**src/rtl/nsp_pkg.sv**
```systemverilog
package nsp_pkg;
  localparam int unsigned NIB_W = 4;
  localparam int unsigned LEN_W = 2 * NIB_W;

  typedef logic [NIB_W-1:0] nib_t;

  typedef enum logic [1:0] {
    CFG_LEN_LO = 2'd0,
    CFG_LEN_HI = 2'd1,
    CFG_SPEED  = 2'd2,
    CFG_MODE   = 2'd3
  } cfg_sel_e;

  localparam nib_t LEN_LO_RST = 4'd2;
endpackage

```
**src/rtl/nsp_regs.sv**
```systemverilog
module nsp_regs
  import nsp_pkg::*;
#(
  parameter  int unsigned DEPTH  = 16,
  parameter  int unsigned DIV_W  = 4,
  localparam int unsigned IDX_W  = $clog2(DEPTH),
  localparam int unsigned ADDR_W = IDX_W + 1
) (
  input  logic              clk,
  input  logic              rst_n,
  input  logic              busy,
  input  logic              host_we,
  input  logic [ADDR_W-1:0] host_addr,
  input  nib_t              host_wdata,
  input  logic [ADDR_W-1:0] rd_addr,
  output nib_t              rd_data,
  input  logic              rx_we,
  input  logic [IDX_W-1:0]  rx_idx,
  input  nib_t              rx_wdata,
  input  logic [IDX_W-1:0]  tx_idx,
  output nib_t              tx_rdata,
  output logic [LEN_W-1:0]  len_q,
  output logic [DIV_W-1:0]  speed_q,
  output logic              pol_q,
  output logic [IDX_W-1:0]  last_idx
);
  logic             host_ok;
  logic             host_buf;
  nib_t             len_lo_q, len_lo_d;
  nib_t             len_hi_q, len_hi_d;
  logic [DIV_W-1:0] speed_d;
  logic             pol_d;
  logic             len_full;
  logic [DEPTH-1:0] ent_we;
  nib_t             ent_d [DEPTH];
  nib_t             buf_q [DEPTH];

  // host access is gated off for the whole transfer
  assign host_ok  = host_we && !busy;
  assign host_buf = host_addr[IDX_W];

  // configuration next state
  always_comb begin
    len_lo_d = len_lo_q;
    len_hi_d = len_hi_q;
    speed_d  = speed_q;
    pol_d    = pol_q;
    if (host_ok && !host_buf) begin
      case (cfg_sel_e'(host_addr[1:0]))
        CFG_LEN_LO: len_lo_d = host_wdata;
        CFG_LEN_HI: len_hi_d = host_wdata;
        CFG_SPEED:  speed_d  = host_wdata[DIV_W-1:0];
        CFG_MODE:   pol_d    = host_wdata[0];
        default:    ;
      endcase
    end
  end

  always_ff @(posedge clk or negedge rst_n) begin
    if (!rst_n) begin
      len_lo_q <= LEN_LO_RST;
      len_hi_q <= '0;
      speed_q  <= '0;
      pol_q    <= 1'b0;
    end else begin
      len_lo_q <= len_lo_d;
      len_hi_q <= len_hi_d;
      speed_q  <= speed_d;
      pol_q    <= pol_d;
    end
  end

  // per-entry write select: receive path has priority (host is gated while busy)
  for (genvar g = 0; g < DEPTH; g++) begin : g_ent
    logic host_hit;
    logic rx_hit;
    assign host_hit  = host_ok && host_buf && (host_addr[IDX_W-1:0] == IDX_W'(g));
    assign rx_hit    = rx_we && (rx_idx == IDX_W'(g));
    assign ent_we[g] = host_hit || rx_hit;
    assign ent_d[g]  = rx_hit ? rx_wdata : host_wdata;
  end

  // nibble storage, enable-written, no reset
  always_ff @(posedge clk) begin
    for (int i = 0; i < DEPTH; i++) begin
      if (ent_we[i]) buf_q[i] <= ent_d[i];
    end
  end

  assign tx_rdata = buf_q[tx_idx];

  always_comb begin
    if (rd_addr[IDX_W]) begin
      rd_data = buf_q[rd_addr[IDX_W-1:0]];
    end else begin
      case (cfg_sel_e'(rd_addr[1:0]))
        CFG_LEN_LO: rd_data = len_lo_q;
        CFG_LEN_HI: rd_data = len_hi_q;
        CFG_SPEED:  rd_data = NIB_W'(speed_q);
        CFG_MODE:   rd_data = {{(NIB_W-1){1'b0}}, pol_q};
        default:    rd_data = '0;
      endcase
    end
  end

  // effective length: zero or oversize means the full buffer
  assign len_q    = {len_hi_q, len_lo_q};
  assign len_full = (len_q == '0) || ({1'b0, len_q} > (LEN_W + 1)'(DEPTH));
  assign last_idx = len_full ? IDX_W'(DEPTH - 1) : IDX_W'(len_q - LEN_W'(1));
endmodule

```
**src/rtl/nsp_clkdiv.sv**
```systemverilog
module nsp_clkdiv #(
  parameter int unsigned DIV_W = 4
) (
  input  logic             clk,
  input  logic             rst_n,
  input  logic             run,
  input  logic [DIV_W-1:0] div,
  output logic             tick
);
  logic [DIV_W-1:0] cnt_q, cnt_d;

  // one tick every div+1 cycles while running
  always_comb begin
    tick = run && (cnt_q == div);
    if (!run || tick) cnt_d = '0;
    else              cnt_d = cnt_q + DIV_W'(1);
  end

  always_ff @(posedge clk or negedge rst_n) begin
    if (!rst_n) cnt_q <= '0;
    else        cnt_q <= cnt_d;
  end
endmodule

```
**src/rtl/nsp_seq.sv**
```systemverilog
module nsp_seq
  import nsp_pkg::*;
#(
  parameter  int unsigned DEPTH = 16,
  localparam int unsigned IDX_W = $clog2(DEPTH)
) (
  input  logic             clk,
  input  logic             rst_n,
  input  logic             start,
  input  logic             tick,
  input  logic             pol,
  input  logic [IDX_W-1:0] last_idx,
  input  nib_t             tx_rdata,
  input  logic             rx_in,
  output logic             busy,
  output logic             done,
  output logic [IDX_W-1:0] tx_idx,
  output logic             rx_we,
  output logic [IDX_W-1:0] rx_idx,
  output nib_t             rx_wdata,
  output logic             ser_clk,
  output logic             ser_data
);
  logic             busy_q, busy_d;
  logic             half_q, half_d;   // 0: active level, 1: idle level
  logic [1:0]       bit_q, bit_d;
  logic [IDX_W-1:0] idx_q, idx_d;
  nib_t             tx_sh_q, tx_sh_d;
  nib_t             rx_sh_q, rx_sh_d;
  logic             done_q, done_d;
  logic             sclk_q, sclk_d;
  logic             sdat_q, sdat_d;

  // fetch address: entry 0 when starting, the next entry while running
  assign tx_idx   = busy_q ? IDX_W'(idx_q + IDX_W'(1)) : '0;
  assign rx_idx   = idx_q;
  assign rx_wdata = {rx_in, rx_sh_q[NIB_W-1:1]};

  always_comb begin
    busy_d  = busy_q;
    half_d  = half_q;
    bit_d   = bit_q;
    idx_d   = idx_q;
    tx_sh_d = tx_sh_q;
    rx_sh_d = rx_sh_q;
    done_d  = 1'b0;
    rx_we   = 1'b0;
    if (!busy_q) begin
      if (start) begin
        busy_d  = 1'b1;
        half_d  = 1'b0;
        bit_d   = '0;
        idx_d   = '0;
        tx_sh_d = tx_rdata;
      end
    end else if (tick) begin
      if (!half_q) begin
        // clock returns to idle: latch edge
        half_d  = 1'b1;
        rx_sh_d = {rx_in, rx_sh_q[NIB_W-1:1]};
        rx_we   = (bit_q == 2'd3);
      end else begin
        // clock leaves idle: launch edge for the next bit
        half_d = 1'b0;
        if (bit_q == 2'd3) begin
          if (idx_q == last_idx) begin
            busy_d = 1'b0;
            done_d = 1'b1;
          end else begin
            idx_d   = IDX_W'(idx_q + IDX_W'(1));
            bit_d   = '0;
            tx_sh_d = tx_rdata;
          end
        end else begin
          bit_d   = bit_q + 2'd1;
          tx_sh_d = {1'b0, tx_sh_q[NIB_W-1:1]};
        end
      end
    end
    // registered pin levels; active level equals pol
    sclk_d = busy_d ? (half_d ? ~pol : pol) : ~pol;
    sdat_d = busy_d ? tx_sh_d[0] : 1'b1;
  end

  always_ff @(posedge clk or negedge rst_n) begin
    if (!rst_n) begin
      busy_q  <= 1'b0;
      half_q  <= 1'b0;
      bit_q   <= '0;
      idx_q   <= '0;
      tx_sh_q <= '0;
      rx_sh_q <= '0;
      done_q  <= 1'b0;
      sclk_q  <= 1'b1;
      sdat_q  <= 1'b1;
    end else begin
      busy_q  <= busy_d;
      half_q  <= half_d;
      bit_q   <= bit_d;
      idx_q   <= idx_d;
      tx_sh_q <= tx_sh_d;
      rx_sh_q <= rx_sh_d;
      done_q  <= done_d;
      sclk_q  <= sclk_d;
      sdat_q  <= sdat_d;
    end
  end

  assign busy     = busy_q;
  assign done     = done_q;
  assign ser_clk  = sclk_q;
  assign ser_data = sdat_q;
endmodule

```
**src/rtl/nib_sync_serial.sv**
```systemverilog
module nib_sync_serial
  import nsp_pkg::*;
#(
  parameter  int unsigned DEPTH  = 16,
  parameter  int unsigned DIV_W  = 4,
  localparam int unsigned IDX_W  = $clog2(DEPTH),
  localparam int unsigned ADDR_W = IDX_W + 1
) (
  input  logic              clk,
  input  logic              rst_n,
  input  logic              start,
  input  logic              wr_en,
  input  logic [ADDR_W-1:0] wr_addr,
  input  logic [3:0]        wr_data,
  input  logic [ADDR_W-1:0] rd_addr,
  output logic [3:0]        rd_data,
  output logic              busy,
  output logic              done,
  output logic              tx_data,
  output logic              tx_clk,
  output logic              rx_clk,
  input  logic              rx_data
);
  logic [1:0]       rst_sync_q;
  logic             rst_sync_n;
  logic             tick;
  logic             cfg_pol;
  logic [LEN_W-1:0] cfg_len;
  logic [DIV_W-1:0] cfg_speed;
  logic [IDX_W-1:0] last_idx;
  logic [IDX_W-1:0] tx_idx;
  logic [IDX_W-1:0] rx_idx;
  logic             rx_we;
  nib_t             tx_rdata;
  nib_t             rx_wdata;
  logic             ser_clk;

  // asynchronous assert, synchronous release
  always_ff @(posedge clk or negedge rst_n) begin
    if (!rst_n) rst_sync_q <= '0;
    else        rst_sync_q <= {rst_sync_q[0], 1'b1};
  end
  assign rst_sync_n = rst_sync_q[1];

  nsp_regs #(.DEPTH(DEPTH), .DIV_W(DIV_W)) u_regs (
    .clk       (clk),
    .rst_n     (rst_sync_n),
    .busy      (busy),
    .host_we   (wr_en),
    .host_addr (wr_addr),
    .host_wdata(wr_data),
    .rd_addr   (rd_addr),
    .rd_data   (rd_data),
    .rx_we     (rx_we),
    .rx_idx    (rx_idx),
    .rx_wdata  (rx_wdata),
    .tx_idx    (tx_idx),
    .tx_rdata  (tx_rdata),
    .len_q     (cfg_len),
    .speed_q   (cfg_speed),
    .pol_q     (cfg_pol),
    .last_idx  (last_idx)
  );

  nsp_clkdiv #(.DIV_W(DIV_W)) u_div (
    .clk  (clk),
    .rst_n(rst_sync_n),
    .run  (busy),
    .div  (cfg_speed),
    .tick (tick)
  );

  nsp_seq #(.DEPTH(DEPTH)) u_seq (
    .clk     (clk),
    .rst_n   (rst_sync_n),
    .start   (start),
    .tick    (tick),
    .pol     (cfg_pol),
    .last_idx(last_idx),
    .tx_rdata(tx_rdata),
    .rx_in   (rx_data),
    .busy    (busy),
    .done    (done),
    .tx_idx  (tx_idx),
    .rx_we   (rx_we),
    .rx_idx  (rx_idx),
    .rx_wdata(rx_wdata),
    .ser_clk (ser_clk),
    .ser_data(tx_data)
  );

  assign tx_clk = ser_clk;
  assign rx_clk = ser_clk;
endmodule

```
**config.mk**
```make
export PLATFORM = sky130hd
export DESIGN_NAME = nib_sync_serial
export DESIGN_NICKNAME = d
export VERILOG_FILES = /design/src/rtl/nsp_pkg.sv /design/src/rtl/nsp_regs.sv /design/src/rtl/nsp_clkdiv.sv /design/src/rtl/nsp_seq.sv /design/src/rtl/nib_sync_serial.sv
export SDC_FILE = /design/constraint.sdc
export NUM_CORES = 1
export LEC_CHECK = 0
export BUFFER_PORTS_ARGS = -buffer_cell sky130_fd_sc_hd__buf_2
export CORE_ASPECT_RATIO = 1.25
export CORE_UTILIZATION = 42
export CTS_CLUSTER_DIAMETER = 40
export DETAILED_ROUTE_END_ITERATION = 7
export GPL_ROUTABILITY_DRIVEN = 1
export PLACE_DENSITY = 0.59
export SLEW_MARGIN = 40
export SYNTH_ARGS = -nofsm -noshare
export SYNTH_HDL_FRONTEND = slang
export SYNTH_HIERARCHICAL = 1
export SYNTH_SLANG_ARGS = --single-unit
```
**constraint.sdc**
```tcl
create_clock -name clk -period 1.55 [get_ports clk]
set_clock_uncertainty 0.2 [all_clocks]
set_input_delay 0.155 -clock clk [delete_from_list [all_inputs] [get_ports clk]]
set_output_delay 0.155 -clock clk [all_outputs]
set_load 0.05 [all_outputs]
```
# == Word-level counts from Yosys, hierarchy flattened ==
# Memories as Yosys holds them, arrays and structs flattened.
# Index checks and enable logic that the tools add are counted.
# classes
magnitude_cmp,1
n_reduce_logical,84
bitwise,2
add_sub_neg,4
mux,137
div,0
mul,0
shifts,0
n_eq_ne,44
# ops
cell,count
$mux W4,62
$mux W1,68
$eq A4 B4 Y1 const B,16
$reduce_or A4 Y1,15
$logic_and A1 B1 Y1,36
$eq A4 B3 Y1 const B,8
$logic_or A1 B1 Y1,18
$eq A4 B2 Y1 const B,4
$pmux W4 S4,1
$mux W2,6
$eq A2 B2 Y1 const B,5
$add A4 B1 Y4 const B,2
$eq A4 B1 Y1 const B,2
$eq A4 B4 Y1,2
$gt A8 B5 Y1 const B,1
$logic_not A4 Y1,2
$logic_not A8 Y1,1
$ne A2 B2 Y1 const B,4
$reduce_and A2 Y1,4
$reduce_and A5 Y1,1
$eq A2 B1 Y1 const B,2
$logic_not A2 Y1,2
$reduce_and A4 Y1,1
$sub A4 B1 Y4 const B,1
6 further kinds,8
# totals
mem_bits_rw,64
romBits,0
register_bits,38
out_inout_bits,9
in_bits,19
elab_cells,289
latch_bits,0
memories,1
# mem_list
name,words,word_bits,rd,rd_clocked_by_memory_dff,wr,line,text
u_regs.buf_q,16,4,2,0,1,nsp_regs.sv:36,nib_t buf_q [DEPTH];

# == Depth between registers and ports, before layout ==
# logic_depth
ltp_word,24
ltp_mapped,12
mapped_depth_nobuf,11

# == Cells and area by module ==
# The synthesis kept the hierarchy.
# modules_own_cells
module,cells_each,area_each_um2,instances
nsp_regs,347,4748.3,1
nsp_seq,103,980.9,1
nsp_clkdiv,19,221.5,1
nib_sync_serial,4,61.3,1

# == Worst setup path after synthesis ==
# OpenSTA, ideal clock, no wires.
# synth_path
path_type,register to register
start,reg u_seq.busy_q (netlist: u_seq/busy)
end,reg u_seq.tx_sh_q[0]
period_less_slack_ps,3229
path_stages_with_launch,9
slack_ps,-1679
setup_time_ps,135
arrival_time_ps,2894
t_required_ps,1215
path_cell_list,dfrtp_1 -> buf_2 -> and2_1 -> clkbuf_1 -> buf_1 -> mux4_2 -> mux4_2 -> o221ai_1 -> o21ai_0
# synth_between
elab_chain_cells,7
word_cells_on_any_way,9
# synth_lines
element,line,text
from (decl),nsp_seq.sv:24,"logic busy_q, busy_d;"
from (signal assigned),nsp_seq.sv:97,busy_q <= busy_d;
$mux W4 (*),nsp_seq.sv:35,assign tx_idx = busy_q ? IDX_W'(idx_q + IDX_W'(1)) : '0;
named net tx_idx[1],nib_sync_serial.sv:31,logic [IDX_W-1:0] tx_idx;
$mem_v2 Z16 W4 (*),--,
named net tx_rdata[0],nib_sync_serial.sv:34,nib_t tx_rdata;
$mux W4,nsp_seq.sv:66,if (idx_q == last_idx) begin
$mux W4,nsp_seq.sv:65,if (bit_q == 2'd3) begin
$mux W4,nsp_seq.sv:57,if (!half_q) begin
$mux W4,nsp_seq.sv:56,end else if (tick) begin
$mux W4 (*),nsp_seq.sv:48,if (!busy_q) begin
named net u_seq.tx_sh_d[0],nsp_seq.sv:28,"nib_t tx_sh_q, tx_sh_d;"
to (signal assigned),nsp_seq.sv:101,tx_sh_q <= tx_sh_d;
to (decl),nsp_seq.sv:28,
# Mark *: on every way through the listed nets, which the timed path passes. The rest lies on a longest branch. The select of a mux whose other input is x is not followed.
# A chain may end at the register's enable or synchronous reset.

==> impl_metrics.csv <==
group,metric,value,unit
outcome,run_status,"finished with violations",
outcome,violations,"negative setup slack",
layout,antenna_cells,0,
critical_path,r2r.worst_path.cells,8,
placement,portBuffers,27,
cts,cts_tree,"done",
synth,async_reset_ff_share,36.63,%
layout,post_route_cells_drive_above_1_share,62.06,%
critical_path,critical_path_required,1.46,ns
layout,syn_to_final_growth,43.68,%
critical_path,slowest_delay,0.41,ns
timing,layout_setup_ws,-1.059,ns
synth,synth_cell_types,58,
critical_path,cp.arrival,2.52,ns
power,power_leakage,3.504,nW
placement,dp_cells,762,
layout,nNetsFinal,641,
drt,drc_errors,0,
run,cap_violations,0,
drt,drtAntennaViolNets,0,
grt,first_global_vias,4858,
grt,grt_antenna_before_repair,0,
grt,track_usage,26.04,%
grt,grt_max_degree,36,
layout,fin_util,62.27,%
floorplanning,rows,48,
worst_hold_path,holdCritPathClass,"primary input to flip-flop",
grt,grt_pass1_wl,27590,um
timing,fin_crit,2.609,ns
power,max-vdd-ir-drop,1.107,mV
synth,synth-edff-count,64,
critical_path,crit_chain,"xnor2_2, nand4_2, nor2_4, nor3b_4, buf_4, nor3b_4, nor2b_4, mux2_4",
timing,timing.setup.tns,-142.74,ns
layout,fin_cells,797,
synth,syn_inst,473,
drt,wl_per_cell,22.76,um
power,p_per_area,1393,nW/um2
timing,rsz0062_at_grt,"true",
floorplanning,io_pins,28,
cts,cts_buffers,9,
synth,yosysWarnings,6,
layout,fillers,1033,
timing,period_share,168.3,%
cts,worstSkewPairLatency,0.36,ns
layout,multi_input_area,3789,um2
critical_path,slowest_stage,"dfrtp_1",
critical_path,startpoint_type,"flip-flop",
floorplanning,core,13870,um2
synth,yosysSeqAreaShare,47.43,%
critical_path,cp-end-kind,"flip-flop",
synth,synth_area,6012,um2
layout,regArea,2856,um2
synth,syn_nets,496,
timing,hold_viol,0,
cts,path_clk_slew,0.07,ns
drt,via_per_inst,5.738,
synth,ys_ff_latch,101,
critical_path,critPathMaxFanout,5,
timing,finalSetupViolCount,164,
timing,timing.fmax,383.2,MHz
drt,drt_iter0_markers,301,
cts,clockBufferDepth,2,
synth,postSynthAreaPerCell,12.71,um2
timing,maxSlewViolCount,0,
grt,overflow,0,
worst_hold_path,hold_depth,4,
floorplanning,fp.dieW,109.0,um
synth,yosys_most_used_dff,"edfxtp_1",
floorplanning,start_util,43.34,%
cts,htreeDepth,3,
placement,place.gp.congestion,0.9622,
drt,drt-pass1-iter-count,4,
floorplanning,die_area,14800,um2
timing,tightest_slew,0.5093,ns
critical_path,criticalPathCategory,"flip-flop to flip-flop",
placement,pre_cts_ws,-1.101,ns
timing,slew_headroom,66.05,%
floorplanning,die_h,135.8,um
drt,num_vias,4573,
critical_path,crit_top_cell,"nor3b_4",
placement,dp_hpwl,13160,um
cts,numClockSinks,101,
cts,cts-root-buf,"clkbuf_16",
drt,wirelength,18140,um
[what timing repair did]
action / in CTS / in global routing
setup endpoints to repair: 164 / 164
hold buffers: 3 / 0
setup buffers: 11 / 8
hold endpoints to repair: 4 / 0
pin swaps: 29 / 16
resized for setup: 113 / 21
[registers in the layout (all words and copies together) (netlist names), 2 cells and up]
signal and cells:
u_regs/len_hi_q 4, u_seq/bit_q 2, u_div/cnt_q 4, u_regs/buf_q 64, u_regs/speed_q 4, u_seq/rx_idx 4, u_regs/len_lo_q 4, rst_sync_q 2
u_seq/rx_sh_q 3, u_seq/tx_sh_q 4
[path summary, 6_finish.rpt]
path,from,end,slack (ns)
worst max-delay path,u_regs/speed_q[2],u_regs/buf_q[6][3],-1.06
worst min-delay path,wr_addr[1],u_regs/pol_q,0.07
worst max register to register,u_regs/speed_q[2],u_regs/buf_q[6][3],-1.06
worst min register to register,rst_sync_q[1],u_div/cnt_q[1],0.09
max in group asynchronous,rst_n,rst_sync_q[1],0.59
min in group asynchronous,rst_sync_q[1],u_div/cnt_q[1],0.09
[cell type report]
cell class	instances	share of cell area [%]
clock buffer	9	2.607
clock inverter	6	0.8256
inverter	11	0.4780
multi-input combinational	328	43.86
sequential	101	33.07
tap	175	2.535
timing repair buffer	167	16.63
[where the power goes]
group / internal [mW] / switching, mW / leakage [nW]
logic: 3.28 / 3.00 / 2.32
clock network: 1.26 / 1.04 / 0.144
registers: 3.17 / 0.274 / 1.04
[worst max-delay path, delay by kind of cell (launching register included)]
family	cells	cell delay, ns
XOR/XNOR	1	0.20
flip-flops	1	0.41
multiplexers	1	0.33
buffers and inverters	1	0.18
AND/OR/NAND/NOR	5	1.03
[metal layers]
layer | GRT usage [%] | vias up | part of all wire [%]
met5 | 0 | - | 0
met4 | 12.54 | 0 | 3.5
met1 | 30.20 | 2330 | 40
met3 | 2.934 | 36 | 2.8
met2 | 47.00 | 114 | 54
li1 | - | 2093 | -
[logic make-up (layout without fill, tap and decap cells)]
kind of cell             count (synthesis)  count (layout)  synth area share (%)
AO/OA/AOI/OAI                           62              62                 7.097
XOR/XNOR                                17              17                 2.477
adder cells (fa/ha/maj)                  4               4                0.8325
multiplexers                           126             126                 28.80
buffers and inverters                   44             193                 3.559
other                                    1               1               0.06238
flip-flops                             101             101                 47.43
AND/OR/NAND/NOR                        118             118                 9.740
[through the flow]
| stage | power, mW | cell area (um2) | hold slack (ns) |
|---|---|---|---|
| after global routing | 12.51 | 8638 | 0.09018 |
| after global placement | 8.859 | 7557 | -0.2598 |
| final | 12.03 | 8638 | 0.07239 |
| after CTS | 11.89 | 8493 | 0.06614 |
| after detailed placement | 8.908 | 7557 | -0.2586 |
| after floorplan | 6.615 | 6396 | -0.3406 |
[synth_stat cells (all sizes together), types with 4 or more instances]
| library cell | number | area (um2) |
|---|---|---|
| mux4 | 29 | 653.1 |
| buf | 20 | 123.9 |
| mux2 | 86 | 968.4 |
| mux2i | 11 | 110.1 |
| o21ai | 17 | 85.08 |
| xnor2 | 13 | 113.9 |
| ha | 4 | 50.05 |
| nor3b | 6 | 50.05 |
| nand2b | 8 | 50.05 |
| inv | 11 | 41.29 |
| nor2 | 27 | 101.4 |
| xor2 | 4 | 35.03 |
| nor2b | 8 | 50.05 |
| nand3b | 4 | 30.03 |
| nand3 | 8 | 40.04 |
| dfrtp | 34 | 850.8 |
| clkbuf | 13 | 48.80 |
| nand2 | 42 | 157.7 |
| o22ai | 12 | 75.07 |
| edfxtp | 64 | 1922 |
| a21oi | 4 | 23.77 |
[cell usage in the layout, fill, tap and decap left out, types with 4 or more instances in the layout]
| cell | instances |
|---|---|
| xor2_1 | 4 |
| buf_6 | 20 |
| inv_1 | 8 |
| nor2_1 | 15 |
| mux2_2 | 43 |
| o22ai_4 | 8 |
| dfrtp_1 | 32 |
| mux2i_1 | 10 |
| buf_12 | 10 |
| xnor2_2 | 5 |
| nand3b_1 | 4 |
| buf_2 | 22 |
| o21ai_1 | 7 |
| nor3b_4 | 4 |
| nand2b_1 | 5 |
| nand2_4 | 8 |
| mux4_2 | 29 |
| nor2_4 | 11 |
| nand2_1 | 30 |
| edfxtp_1 | 64 |
| o21ai_4 | 7 |
| nand3_1 | 6 |
| buf_8 | 4 |
| xnor2_1 | 7 |
| clkbuf_16 | 9 |
| buf_4 | 108 |
| nand2_2 | 4 |
| mux2_4 | 43 |
| nor2b_1 | 7 |
Note: power is estimated with default switching activity, not from simulation.
